## src/rtl/refclk_div_pkg.sv

```systemverilog
package refclk_div_pkg;

    typedef enum logic [1:0] {
        ST_IDLE = 2'd0,
        ST_HIGH = 2'd1,
        ST_LOW  = 2'd2
    } div_state_e;

    // Length of one half-period in reference cycles for the selected ratio.
    function automatic int unsigned half_len(input logic fast,
                                             input int unsigned half_fast,
                                             input int unsigned half_slow);
        return fast ? half_fast : half_slow;
    endfunction

endpackage

```

## src/rtl/refclk_sync.sv

```systemverilog
module refclk_sync #(
    parameter int unsigned STAGES = 2
) (
    input  logic ref_clk,
    input  logic pwrdn_n,
    input  logic d_in,
    output logic q_out
);
    logic [STAGES-1:0] chain_q;

    generate
        for (genvar s = 0; s < STAGES; s++) begin : g_stage
            if (s == 0) begin : g_first
                always_ff @(posedge ref_clk or negedge pwrdn_n) begin
                    if (!pwrdn_n) chain_q[0] <= 1'b0;
                    else          chain_q[0] <= d_in;
                end
            end else begin : g_next
                always_ff @(posedge ref_clk or negedge pwrdn_n) begin
                    if (!pwrdn_n) chain_q[s] <= 1'b0;
                    else          chain_q[s] <= chain_q[s-1];
                end
            end
        end
    endgenerate

    assign q_out = chain_q[STAGES-1];
endmodule

```

## src/rtl/refclk_phase_cnt.sv

```systemverilog
module refclk_phase_cnt #(
    parameter int unsigned CNT_W = 2
) (
    input  logic             ref_clk,
    input  logic             pwrdn_n,
    input  logic             clr,
    input  logic [CNT_W:0]   limit,
    output logic             phase_last
);
    logic [CNT_W:0] cnt_q;

    always_ff @(posedge ref_clk or negedge pwrdn_n) begin
        if (!pwrdn_n)  cnt_q <= '0;
        else if (clr)  cnt_q <= '0;
        else           cnt_q <= cnt_q + 1'b1;
    end

    assign phase_last = (cnt_q == (limit - 1'b1));
endmodule

```

## src/rtl/refclk_div_fsm.sv

```systemverilog
module refclk_div_fsm
    import refclk_div_pkg::*;
#(
    parameter int unsigned HALF_FAST = 2,
    parameter int unsigned HALF_SLOW = 4,
    parameter int unsigned CNT_W     = 2
) (
    input  logic           ref_clk,
    input  logic           pwrdn_n,
    input  logic           gate_on,
    input  logic           div_fast,
    input  logic           phase_last,
    output logic           cnt_clr,
    output logic [CNT_W:0] half_limit,
    output logic           clk_out
);
    div_state_e state_q, state_d;
    logic       ratio_q;
    logic       ratio_load;
    logic       out_q;

    // State register and latched ratio.
    always_ff @(posedge ref_clk or negedge pwrdn_n) begin
        if (!pwrdn_n) begin
            state_q <= ST_IDLE;
            ratio_q <= 1'b0;
        end else begin
            state_q <= state_d;
            if (ratio_load) ratio_q <= div_fast;
        end
    end

    // Next-state logic.
    always_comb begin
        state_d    = state_q;
        cnt_clr    = 1'b0;
        ratio_load = 1'b0;
        unique case (state_q)
            ST_IDLE: begin
                cnt_clr = 1'b1;
                if (gate_on) begin
                    state_d    = ST_HIGH;
                    ratio_load = 1'b1;
                end
            end
            ST_HIGH: begin
                if (phase_last) begin
                    cnt_clr    = 1'b1;
                    ratio_load = 1'b1;
                    state_d    = gate_on ? ST_LOW : ST_IDLE;
                end
            end
            ST_LOW: begin
                if (!gate_on) begin
                    state_d = ST_IDLE;
                    cnt_clr = 1'b1;
                end else if (phase_last) begin
                    state_d = ST_HIGH;
                    cnt_clr = 1'b1;
                end
            end
            default: begin
                state_d = ST_IDLE;
                cnt_clr = 1'b1;
            end
        endcase
    end

    // Output register: a single flop so the pin never glitches.
    always_ff @(posedge ref_clk or negedge pwrdn_n) begin
        if (!pwrdn_n) out_q <= 1'b0;
        else          out_q <= (state_d == ST_HIGH);
    end

    assign half_limit = (CNT_W + 1)'(half_len(ratio_q, HALF_FAST, HALF_SLOW));
    assign clk_out    = out_q;
endmodule

```

## src/rtl/refclk_divider.sv

```systemverilog
module refclk_divider #(
    parameter int unsigned SYNC_STAGES = 2,
    parameter int unsigned HALF_FAST   = 2,
    parameter int unsigned HALF_SLOW   = 4
) (
    input  logic ref_clk,
    input  logic pwrdn_n,
    input  logic xtal_ready,
    input  logic clk_en,
    input  logic div_fast,
    output logic clk_out
);
    localparam int unsigned CNT_W = $clog2(HALF_SLOW);

    logic           xtal_s;
    logic           en_s;
    logic           gate_on;
    logic           cnt_clr;
    logic           phase_last;
    logic [CNT_W:0] half_limit;

    refclk_sync #(.STAGES(SYNC_STAGES)) u_sync_xtal (
        .ref_clk (ref_clk),
        .pwrdn_n (pwrdn_n),
        .d_in    (xtal_ready),
        .q_out   (xtal_s)
    );

    refclk_sync #(.STAGES(SYNC_STAGES)) u_sync_en (
        .ref_clk (ref_clk),
        .pwrdn_n (pwrdn_n),
        .d_in    (clk_en),
        .q_out   (en_s)
    );

    assign gate_on = xtal_s & en_s;

    refclk_phase_cnt #(.CNT_W(CNT_W)) u_cnt (
        .ref_clk    (ref_clk),
        .pwrdn_n    (pwrdn_n),
        .clr        (cnt_clr),
        .limit      (half_limit),
        .phase_last (phase_last)
    );

    refclk_div_fsm #(
        .HALF_FAST (HALF_FAST),
        .HALF_SLOW (HALF_SLOW),
        .CNT_W     (CNT_W)
    ) u_fsm (
        .ref_clk    (ref_clk),
        .pwrdn_n    (pwrdn_n),
        .gate_on    (gate_on),
        .div_fast   (div_fast),
        .phase_last (phase_last),
        .cnt_clr    (cnt_clr),
        .half_limit (half_limit),
        .clk_out    (clk_out)
    );
endmodule

```

## config.mk

```make
export PLATFORM = sky130hd
export DESIGN_NAME = refclk_divider
export DESIGN_NICKNAME = d
export VERILOG_FILES = /design/src/rtl/refclk_div_pkg.sv /design/src/rtl/refclk_sync.sv /design/src/rtl/refclk_phase_cnt.sv /design/src/rtl/refclk_div_fsm.sv /design/src/rtl/refclk_divider.sv
export SDC_FILE = /design/constraint.sdc
export NUM_CORES = 1
export LEC_CHECK = 0
export ABC_AREA = 1
export BUFFER_PORTS_ARGS = -buffer_cell sky130_fd_sc_hd__buf_2
export CORE_AREA = 4 4 41 43
export CTS_CLUSTER_SIZE = 28
export DETAILED_ROUTE_END_ITERATION = 10
export DIE_AREA = 0 0 45 47
export HOLD_SLACK_MARGIN = 0.12
export PLACE_DENSITY_LB_ADDON = 0.25
export SKIP_LAST_GASP = 1
export SYNTH_ARGS = -nofsm -noshare
export SYNTH_HDL_FRONTEND = slang
export SYNTH_SLANG_ARGS = --single-unit
```

## constraint.sdc

```tcl
create_clock -name ref_clk -period 2.77 [get_ports ref_clk]
set_input_delay 0.6925 -clock ref_clk [delete_from_list [all_inputs] [get_ports ref_clk]]
set_output_delay 0.6925 -clock ref_clk [all_outputs]
set_load 0.03 [all_outputs]
```

Word-level counts from Yosys, hierarchy flattened
Index checks and enable logic that the tools add are counted.
{ "classes": {"n_addsub": 2, "mul": 0, "n_div": 0, "n_lt_le_gt_ge": 0, "n_eq_ne": 4, "shift": 0, "muxes": 13, "n_bitwise": 1, "n_reduce_logical": 1} }
{ "op_table": {"columns": ["op", "n"], "rows": [
  ["$mux 2", 5],
  ["$mux 3", 2],
  ["$pmux 2 s3", 1],
  ["$eq 2x1->1 const B", 2],
  ["$pmux 1 s2", 2],
  ["$add 3x1->3 const B", 1],
  ["$eq 3x3->1", 1],
  ["$mux 1", 3],
  ["$sub 3x1->3 const B", 1],
  ["$eq 2x2->1 const B", 1],
  ["$logic_not 2->1", 1],
  ["$and 1x1->1", 1]
]} }
{ "word_totals": {"reg_bits": 11, "latchBits": 0, "mem_bits_rw": 0, "rom_bits": 0, "word_cells": 29, "memories": 0} }

Longest topological paths before layout
Gate-level depths: netlist of the first run.
{ "depth": {"depth_word": 7, "ltp_mapped": 9, "ltp_nobuf": 9} }

By module
Synthesis of the first run repeated with hierarchy kept, for this count alone.
{ "hier_totals": {"cells_unflattened": 81, "area_unflattened_um2": 641.9} }
{ "by_module_without_submodules": {"columns": ["module", "n_inst", "cells_each", "area_per_inst_um2"], "rows": [
  ["refclk_div_fsm", 1, 47, 331.6],
  ["refclk_phase_cnt", 1, 28, 202.7],
  ["refclk_sync", 2, 2, 50.0],
  ["refclk_divider", 1, 2, 7.5]
]} }

Least setup slack after synthesis of the first run
No wires, ideal clock.
{ "synth_timing": {"kind": "register to output", "startpoint": "register u_fsm.out_q (netlist: u_fsm.clk_out)", "endpoint": "output port clk_out", "t_arrival_ps": 467, "slack_ps": 1610, "path_stages_with_launch": 1, "n_path_buf": 0, "path_cell_list": "dfrtp_1"} }
{ "synth_lines": {"columns": ["element", "line_no", "rtl"], "rows": [
  ["start, declared", "refclk_div_fsm.sv:20", "logic out_q;"],
  ["start signal, assigned", "refclk_div_fsm.sv:72", "else out_q <= (state_d == ST_HIGH);"],
  ["end, declared", "refclk_divider.sv:11", "output logic clk_out"]
]} }
No word-level cell between the ends.

Worst setup path in the final report of the first run
{ "layout_timing": {"startpoint": "register u_fsm.out_q (netlist: u_fsm.clk_out)", "endpoint": "output port clk_out"} }
No word-level cell between the ends.

==> results.toml, run 1 <==
[run_status]
run_status = "finished, final reports clean"

[drt]
route.detailed.vias_per_inst = 4.55
detail_route.drc_violations = 0
wl_um = 822
detailroute.via_count = 382
final_antenna_violating_net_count = 0
drt-initial-drc-count = 0
detail_route.wl_per_cell_um = 9.79
firstDrtPassIters = 1

[cts]
h-tree-depth = 1
tritoncts.num_buffers = 3
insertion_delay_ns = 0.27
cts_resized = 0
cts_root_buffer = "sky130_fd_sc_hd__clkbuf_4"
hold_buffers = 0
tritoncts_num_sinks = 11
buffers_inserted_by_post_cts_timing_repair = 0
clockBufferDepth = 2
tritoncts_clock_tree = "built"
cts.clk_slew.worst_paths_ns = 0.08

[worst_setup_path]
critPathKind = "register to output pin"
critPathCaptureType = "output pin"
cp_slowest_stage_delay_ns = 0.37
worst_r2r_path_depth = 7
reg2reg_slack_ns = 1.52
critical_path.n_buffers_inverters = 1
cp_data_arrival_time_ns = 0.80
r2r-start = "u_fsm.state_q[1]"
critPathMaxFanout = 1
crit_path_cell_trace = "buf_2"
cpMaxStageDelayCell = "sky130_fd_sc_hd__dfrtp_1"
cpLargestDelayFamily = "flip-flops"
setup.worst_path.start_class = "register"
crit-reg2reg-capture = "u_cnt.cnt_q[2]"
cp_data_required_time_ns = 2.08

[placement]
dp.final_hpwl_um = 648
place.gp.congestion = 0.686
port-buffer-count = 5
dpl_cell_area_um2 = 594

[synthesis]
postSynthRegisterBits = 11
syn-num-nets = 70
ys_seq_area_share_pct = 50.0
synth_top_cells_by_area = "sky130_fd_sc_hd__dfrtp_1, sky130_fd_sc_hd__nand2_1, sky130_fd_sc_hd__ha_1"
syn_avg_cell_area_um2 = 9.18
mappedNetlistArea_um2 = 551
synth.distinct_cells = 13
ys_warn_count = 0
synthesis.instances = 60
yosysTopAreaCell = "sky130_fd_sc_hd__dfrtp_1"
synth.top_cell.area_share_pct = 50.0

[power]
totalPowerFinal_uw = 598
leakage_uw = 0.000341
power_density_nw_per_um2 = 961
ir_drop_uv = 480

[timing]
final_period_minus_worst_setup_slack_ns = 1.50
timing.final.crit_share_pct = 54.0
final_layout_setup_total_negative_slack_ns = 0
final_hold_viol_count = 0
max-slew-margin-rel_pct = 83.9
tightest_slew_ns = 0.242
maxClockFrequency_ghz = 0.669
rsz0062_at_grt = "false"
finClkSkew_ns = 0.00783
final-max-slew-violation-count = 0
final-setup-viol-count = 0

[floorplanning]
row_count = 13
fp.coreArea_um2 = 1300
top_level_ports = 6
floorplan.die_area_um2 = 2120
starting_utilization_of_the_core_area_pct = 42.3
chipHeight_um = 47
dieWidth_um = 45

[run]
max_cap_check_violation_count = 0

[final_layout]
final_area_um2 = 622
antenna_cell_count = 0
final_cell_mix = "sky130_fd_sc_hd__nand2_1, sky130_fd_sc_hd__dfrtp_1, sky130_fd_sc_hd__inv_1, sky130_fd_sc_hd__ha_1, sky130_fd_sc_hd__buf_2"
layout.cells.most_common = "sky130_fd_sc_hd__nand2_1"
fin_nets = 80
layout-area-overhead-vs-synth_pct = 13.0
post-route-util_pct = 47.8
layout-drive-gt1-share_pct = 23.2

[grt]
grt_start_max_net_pins = 12
global_route.usage.total_pct = 11.1
grt-ovfl-total = 0
first_global_vias = 411
global_route_wire_length_before_repair_um = 1610
initial_antenna_violation_count = 0

[worst_hold_path]
class_of_the_tightest_hold_or_removal_check = "input pin to async pin"
layout make-up:
| cell class | instances | area, µm² |
|---|---|---|
| fill | 135 | 679 |
| sequential | 11 | 275 |
| multi-input combinational | 38 | 234 |
| inverter | 11 | 41.3 |
| timing repair buffer | 5 | 25.0 |
| clock buffer | 3 | 22.5 |
| tap | 15 | 18.8 |
| clock inverter | 1 | 5.00 |
cell usage after synthesis:
cell                       n
sky130_fd_sc_hd__a21oi_1   2
sky130_fd_sc_hd__dfrtp_1  11
sky130_fd_sc_hd__ha_1      5
sky130_fd_sc_hd__inv_1    10
sky130_fd_sc_hd__inv_2     1
sky130_fd_sc_hd__nand2_1  17
sky130_fd_sc_hd__nand2_2   3
sky130_fd_sc_hd__nand3_4   1
sky130_fd_sc_hd__nor2_1    4
sky130_fd_sc_hd__nor2_4    2
sky130_fd_sc_hd__o21ai_0   1
sky130_fd_sc_hd__o21ai_1   2
sky130_fd_sc_hd__xnor2_1   1
per-stage QoR:
stage / setup WS [ns] / instances / hold slack (ns)
after CTS: 1.26 / 84 / 0.272
final: 1.27 / 84 / 0.270
after floorplan: 1.61 / 60 / 0.331
after detailed placement: 1.53 / 80 / 0.336
after global routing: 1.24 / 84 / 0.272
after global placement: 1.55 / 80 / 0.331
sequential cells by signal, indices dropped and copies added, names as in the netlist:
register,count
u_cnt.cnt_q,3
u_fsm.clk_out,1
u_fsm.ratio_q,1
u_fsm.state_q,2
u_sync_en.chain_q,1
u_sync_en.q_out,1
u_sync_xtal.chain_q,1
u_sync_xtal.q_out,1
logic make-up (layout without fill, tap and decap cells):
logic type      Yosys count  in the layout  synth area share [%]
simple gates             27             27                  25.0
fa+ha+maj                 5              5                  11.4
xor+xnor                  1              1                  1.59
compound gates            5              5                  4.54
flops                    11             11                  50.0
buf+inv                  11             20                  7.50
report_power, final:
part | internal (µW) | switching (µW)
Clock | 53.4 | 56.1
Sequential | 204 | 32.2
Combinational | 91.8 | 160
worst max path at each step:
stage / from / endpoint / slack [ns] / depth (start not counted)
2_1_floorplan: u_fsm.clk_out / clk_out / 1.61 / 0
3_3_place_gp: u_fsm.state_q[0] / u_fsm.clk_out / 1.55 / 9
3_5_place_dp: u_fsm.state_q[1] / u_cnt.cnt_q[2] / 1.53 / 7
4_1_cts: u_fsm.clk_out / clk_out / 1.26 / 1
5_1_grt: u_fsm.clk_out / clk_out / 1.24 / 1
6_report: u_fsm.clk_out / clk_out / 1.27 / 1
metal layers:
| metal | global-route usage (%) | vias to the layer above | routed length [µm] | share of wire [%] |
|---|---|---|---|---|
| met5 | 0 | - | 0 | 0 |
| met4 | 8.77 | 0 | 12 | 1.5 |
| met3 | 3.45 | 2 | 40 | 4.9 |
| met2 | 18.4 | 7 | 426 | 52 |
| met1 | 11.9 | 178 | 343 | 42 |
| li1 | - | 195 | - | - |
(Power assumes the default switching activity.)
==> run 2, diff against run 1 <==
==> constraint.sdc (replaced) <==
create_clock -name ref_clk -period 1.35 [get_ports ref_clk]
set_input_delay 0.3375 -clock ref_clk [delete_from_list [all_inputs] [get_ports ref_clk]]
set_output_delay 0.3375 -clock ref_clk [all_outputs]
set_load 0.03 [all_outputs]
==> results.toml, run 2 (synthesis results as in run 1) <==
[run_status]
run_status = "finished, final reports clean"

[drt]
wl_um = 899
detail_route.drc_violations = 0
drt-initial-drc-count = 2
route.detailed.vias_per_inst = 4.17
detailroute.via_count = 363
firstDrtPassIters = 2
final_antenna_violating_net_count = 0
detail_route.wl_per_cell_um = 10.3

[grt]
initial_antenna_violation_count = 0
grt_start_max_net_pins = 12
first_global_vias = 385
global_route_wire_length_before_repair_um = 1570
grt-ovfl-total = 0
global_route.usage.total_pct = 11.1

[placement]
port-buffer-count = 5
dp.final_hpwl_um = 629
place.gp.congestion = 0.705
dpl_cell_area_um2 = 594

[floorplanning]
chipHeight_um = 47
fp.coreArea_um2 = 1300
row_count = 13
top_level_ports = 6
floorplan.die_area_um2 = 2120
starting_utilization_of_the_core_area_pct = 42.3
dieWidth_um = 45

[cts]
tritoncts_num_sinks = 11
cts.clk_slew.worst_paths_ns = 0.07
clockBufferDepth = 2
cts_root_buffer = "sky130_fd_sc_hd__clkbuf_4"
tritoncts.num_buffers = 3
h-tree-depth = 1
insertion_delay_ns = 0.27
tritoncts_clock_tree = "built"

[power]
internal-power_uw = 749
total_switching_power_uw = 520
seq_power_share_pct = 37.9
switching_share_of_power_pct = 41.0
ir_drop_uv = 861
totalPowerFinal_uw = 1270
power_density_nw_per_um2 = 1950
clock_power_share_pct = 17.4
leakage_uw = 0.000357
comb_power_share_pct = 44.7

[final_layout]
fin_nets = 83
largest_register_ff_count = 3
layout-area-overhead-vs-synth_pct = 18.2
final_area_um2 = 651
layout-drive-gt1-share_pct = 26.4
fill_cells = 137
antenna_cell_count = 0
reg_top3 = "u_cnt.cnt_q (3), u_fsm.state_q (2)"
final_cell_mix = "sky130_fd_sc_hd__nand2_1, sky130_fd_sc_hd__dfrtp_1, sky130_fd_sc_hd__inv_1, sky130_fd_sc_hd__ha_1, sky130_fd_sc_hd__buf_2"
layout.cells.most_common = "sky130_fd_sc_hd__nand2_1"
largest-register = "u_cnt.cnt_q"

[timing]
maxClockFrequency_ghz = 0.788
max-slew-margin-rel_pct = 83.3
final-max-slew-violation-count = 0
finClkSkew_ns = 0.000818
final_hold_viol_count = 0
final_period_minus_worst_setup_slack_ns = 1.27
timing.final.crit_share_pct = 94.1
tightest_slew_ns = 0.251
final-setup-viol-count = 0

[worst_setup_path]
worst_r2r_path_depth = 9
cp_data_arrival_time_ns = 1.47
timing.critical_path.from = "u_fsm.state_q[1]"
reg2reg_slack_ns = 0.08
cpMaxStageDelayCell = "sky130_fd_sc_hd__dfrtp_1"
endpoint = "u_fsm.clk_out"
cp_data_required_time_ns = 1.55
cp_slowest_stage_delay_ns = 0.41
critPathKind = "register to register"
crit-reg2reg-capture = "u_fsm.clk_out"
crit_path_cell_trace = "inv_1, ha_1, inv_1, nand2_1, nand2_1, nand2_1, nand2_2, nand2_1, nor2_1"
worst_path_most_repeated_cell = "sky130_fd_sc_hd__nand2_1"
crit_cells = 9
cpLargestDelayFamily = "flip-flops"
setup.worst_path.start_class = "register"
critPathCaptureType = "register"
r2r-start = "u_fsm.state_q[1]"
critPathMaxFanout = 4
critical_path.n_buffers_inverters = 2

[run]
max_cap_check_violation_count = 0

[worst_hold_path]
class_of_the_tightest_hold_or_removal_check = "input pin to register"
[run 2: changes by cell type in the layout (fill, tap and decap cells not counted)]
cell                            previous run  this run
sky130_fd_sc_hd__dlygate4sd3_1             0         1
sky130_fd_sc_hd__buf_4                     0         2
sky130_fd_sc_hd__a21oi_2                   0         1
sky130_fd_sc_hd__a21oi_1                   2         1
[run 2: how the worst min path moves through the flow]
| stage | start | end | slack (ns) | cells past startpoint |
|---|---|---|---|---|
| after detailed placement | pwrdn_n | u_fsm.clk_out | 0.22 | 1 |
| final | clk_en | u_sync_en.chain_q[0] | 0.17 | 1 |
| after global routing | clk_en | u_sync_en.chain_q[0] | 0.15 | 1 |
| after global placement | pwrdn_n | u_sync_en.chain_q[0] | 0.21 | 1 |
| after CTS | clk_en | u_sync_en.chain_q[0] | 0.16 | 1 |
| after floorplan | pwrdn_n | u_cnt.cnt_q[0] | 0.04 | 0 |
[run 2: cell type report]
type,count,area [µm²],area share (%)
multi-input cells,38,238,36.5
inverters,11,41.3,6.35
repair buffers,8,50.0,7.69
flip-flops and latches,11,275,42.3
well taps,15,18.8,2.88
clock inverters,1,5.00,0.769
clock buffers,3,22.5,3.46
[run 2: metal layers]
metal / routed length, µm / global-route usage [%] / vias up
met4: 14 / 8.77 / 0
met2: 446 / 18.9 / 7
met1: 403 / 11.4 / 152
met3: 34 / 3.45 / 2
li1: - / - / 202
met5: 0 / 0 / -
[run 2: power groups by stage]
stage                     Clock, µW  Sequential, µW  Combinational (µW)
after floorplan                   0             510                 397
after global routing            255             494                 664
after detailed placement          0             495                 528
after global placement            0             488                 516
after CTS                       233             488                 535
final                           221             481                 567
[run 2: what timing repair did]
item,4_1_cts,5_1_grt
setup endpoints to repair,0,2
resized for setup,0,1
hold endpoints to repair,11,0
hold buffers,1,0
setup buffers,0,2
[run 2: through the flow]
step / util (%) / TNS [ns] / setup slack (ns) / cells / hold slack, ns
4_1_cts: 48.6 / 0 / 0.0566 / 85 / 0.160
3_5_place_dp: 45.7 / 0 / 0.0876 / 80 / 0.217
5_1_grt: 50.0 / -0.00577 / -0.00577 / 87 / 0.148
6_report: 50.0 / 0 / 0.0803 / 87 / 0.173
3_3_place_gp: 45.7 / 0 / 0.129 / 80 / 0.214
2_1_floorplan: - / 0 / 0.228 / 60 / 0.0419
==> run 3, diff against run 2 <==
--- a/config.mk
+++ b/config.mk
@@ -7,10 +7,13 @@
 export LEC_CHECK = 0
 export ABC_AREA = 1
 export BUFFER_PORTS_ARGS = -buffer_cell sky130_fd_sc_hd__buf_2
-export CORE_AREA = 4 4 41 43
+export CELL_PAD_IN_SITES_DETAIL_PLACEMENT = 1
+export CELL_PAD_IN_SITES_GLOBAL_PLACEMENT = 2
+export CORE_ASPECT_RATIO = 0.75
+export CORE_MARGIN = 4
+export CORE_UTILIZATION = 29
 export CTS_CLUSTER_SIZE = 28
 export DETAILED_ROUTE_END_ITERATION = 10
-export DIE_AREA = 0 0 45 47
 export HOLD_SLACK_MARGIN = 0.12
 export PLACE_DENSITY_LB_ADDON = 0.25
 export SKIP_LAST_GASP = 1
==> results.toml, run 3 (synthesis results as in run 1) <==
[cts]
h-tree-depth = 1
tritoncts_clock_tree = "built"
tritoncts.num_buffers = 3
tritoncts_num_sinks = 11
insertion_delay_ns = 0.28
cts.clk_slew.worst_paths_ns = 0.07
cts_root_buffer = "sky130_fd_sc_hd__clkbuf_4"
clockBufferDepth = 2

[grt]
first_global_vias = 400
groute.layer.met1.usage_pct = 9.88
global_route.usage.total_pct = 9.31
grt_start_max_net_pins = 12
grt-ovfl-total = 0
grt_busiest_layer = "met2"
grt_use_met3_pct = 4.25
grt_util_met2_pct = 15.4
global_route_wire_length_before_repair_um = 1730
initial_antenna_violation_count = 0

[final_layout]
layout-drive-gt1-share_pct = 27.8
reg_top3 = "u_cnt.cnt_q (3), u_fsm.state_q (2)"
post-route-util_pct = 37.2
final_cell_mix = "sky130_fd_sc_hd__nand2_1, sky130_fd_sc_hd__dfrtp_1, sky130_fd_sc_hd__inv_1, sky130_fd_sc_hd__ha_1, sky130_fd_sc_hd__buf_2"
fin_nets = 83
layout-area-overhead-vs-synth_pct = 19.8
largest_register_ff_count = 3
layout.cells.most_common = "sky130_fd_sc_hd__nand2_1"
antenna_cell_count = 0
largest-register = "u_cnt.cnt_q"

[placement]
place.gp.congestion = 0.690
preCtsSetupSlack_ns = 0.0802
port-buffer-count = 5
dp.final_hpwl_um = 769

[timing]
final_period_minus_worst_setup_slack_ns = 1.24
final-setup-viol-count = 0
max-slew-margin-rel_pct = 84.0
final_worst_setup_slack_ns = 0.108
final_hold_viol_count = 0
final-max-slew-violation-count = 0
tightest_slew_ns = 0.240
timing.final.crit_share_pct = 92.0
maxClockFrequency_ghz = 0.805
finClkSkew_ns = 0.00386
rsz0062_at_grt = "true"

[power]
clock_power_share_pct = 17.8
internal-power_uw = 740
power_density_nw_per_um2 = 1940
ir_drop_uv = 774
leakage_uw = 0.000356
comb_power_share_pct = 44.0
total_switching_power_uw = 542
switching_share_of_power_pct = 42.3
seq_power_share_pct = 38.2

[drt]
final_antenna_violating_net_count = 0
drt-initial-drc-count = 3
firstDrtPassIters = 2
detailroute.via_count = 388
route.detailed.vias_per_inst = 4.13
wl_um = 984
detail_route.wl_per_cell_um = 10.5
detail_route.drc_violations = 0

[worst_setup_path]
critPathMaxFanout = 4
cp_data_arrival_time_ns = 1.45
critPathCaptureType = "register"
setup.worst_path.start_class = "register"
critPathKind = "register to register"
cp_data_required_time_ns = 1.56

[floorplanning]
row_count = 13
floorplan.die_area_um2 = 2670
fp.coreArea_um2 = 1770
top_level_ports = 6
starting_utilization_of_the_core_area_pct = 31.1
chipHeight_um = 45.7
dieWidth_um = 58.3

[run_status]
run_status = "finished, final reports clean"

[worst_hold_path]
class_of_the_tightest_hold_or_removal_check = "input pin to register"

[run]
max_cap_check_violation_count = 0
run 3: layout make-up:
| class | instances | area (µm²) |
|---|---|---|
| Tap cell | 22 | 27.5 |
| Timing Repair Buffer | 8 | 50.0 |
| Clock inverter | 1 | 5.00 |
| Clock buffer | 3 | 22.5 |
| Fill cell | 225 | 1110 |
| Multi-Input combinational cell | 38 | 238 |
| Sequential cell | 11 | 275 |
| Inverter | 11 | 41.3 |
run 3: power by group through the flow:
stage | Sequential [µW] | Clock, µW | Combinational, µW
final | 490 | 229 | 563
after global routing | 500 | 260 | 664
after CTS | 490 | 247 | 555
after detailed placement | 495 | 0 | 548
after global placement | 491 | 0 | 539
after floorplan | 510 | 0 | 397
run 3: repair_timing:
action | in CTS | in global routing
gates resized for setup | 0 | 2
buffers inserted | 0 | 2
setup endpoints to repair | 0 | 4
hold buffers | 1 | 0
hold endpoints to repair | 11 | 0
run 3: worst max-delay path, stage by stage (launching register included):
cell	delay (ns)
sky130_fd_sc_hd__dfrtp_1	0.42
sky130_fd_sc_hd__inv_2	0.07
sky130_fd_sc_hd__ha_1	0.21
sky130_fd_sc_hd__nand2_1	0.09
sky130_fd_sc_hd__nand2_1	0.06
sky130_fd_sc_hd__nand2_1	0.06
sky130_fd_sc_hd__nand2_1	0.06
sky130_fd_sc_hd__nand2_2	0.07
sky130_fd_sc_hd__nand2_1	0.05
sky130_fd_sc_hd__nor2_1	0.09
run 3: worst paths after layout:
kind	start	end	slack (ns)	cells past startpoint
worst max-delay path	u_fsm.state_q[0]	u_fsm.clk_out	0.11	9
worst min-delay path	clk_en	u_sync_en.chain_q[0]	0.16	1
worst max register to register	u_fsm.state_q[0]	u_fsm.clk_out	0.11	9
worst min register to register	u_sync_en.chain_q[0]	u_sync_en.q_out	0.35	0
max in group asynchronous	pwrdn_n	u_fsm.state_q[1]	0.71	2
min in group asynchronous	pwrdn_n	u_cnt.cnt_q[0]	0.44	2
run 3: stage by stage:
stage,hold WS [ns],instance area (µm²),power [µW],std cells,TNS (ns)
CTS,0.146,641,1290,92,0
finish,0.163,659,1280,94,0
global route,0.145,659,1420,94,-0.0742
floorplan,0.0419,551,906,60,0
detailed placement,0.219,603,1040,87,0
global placement,0.217,603,1030,87,0
run 3: layer usage:
layer / vias up / wire length [µm]
li1: 201 / -
met1: 175 / 431
met2: 8 / 463
met3: 4 / 65
met4: 0 / 23
met5: - / 0
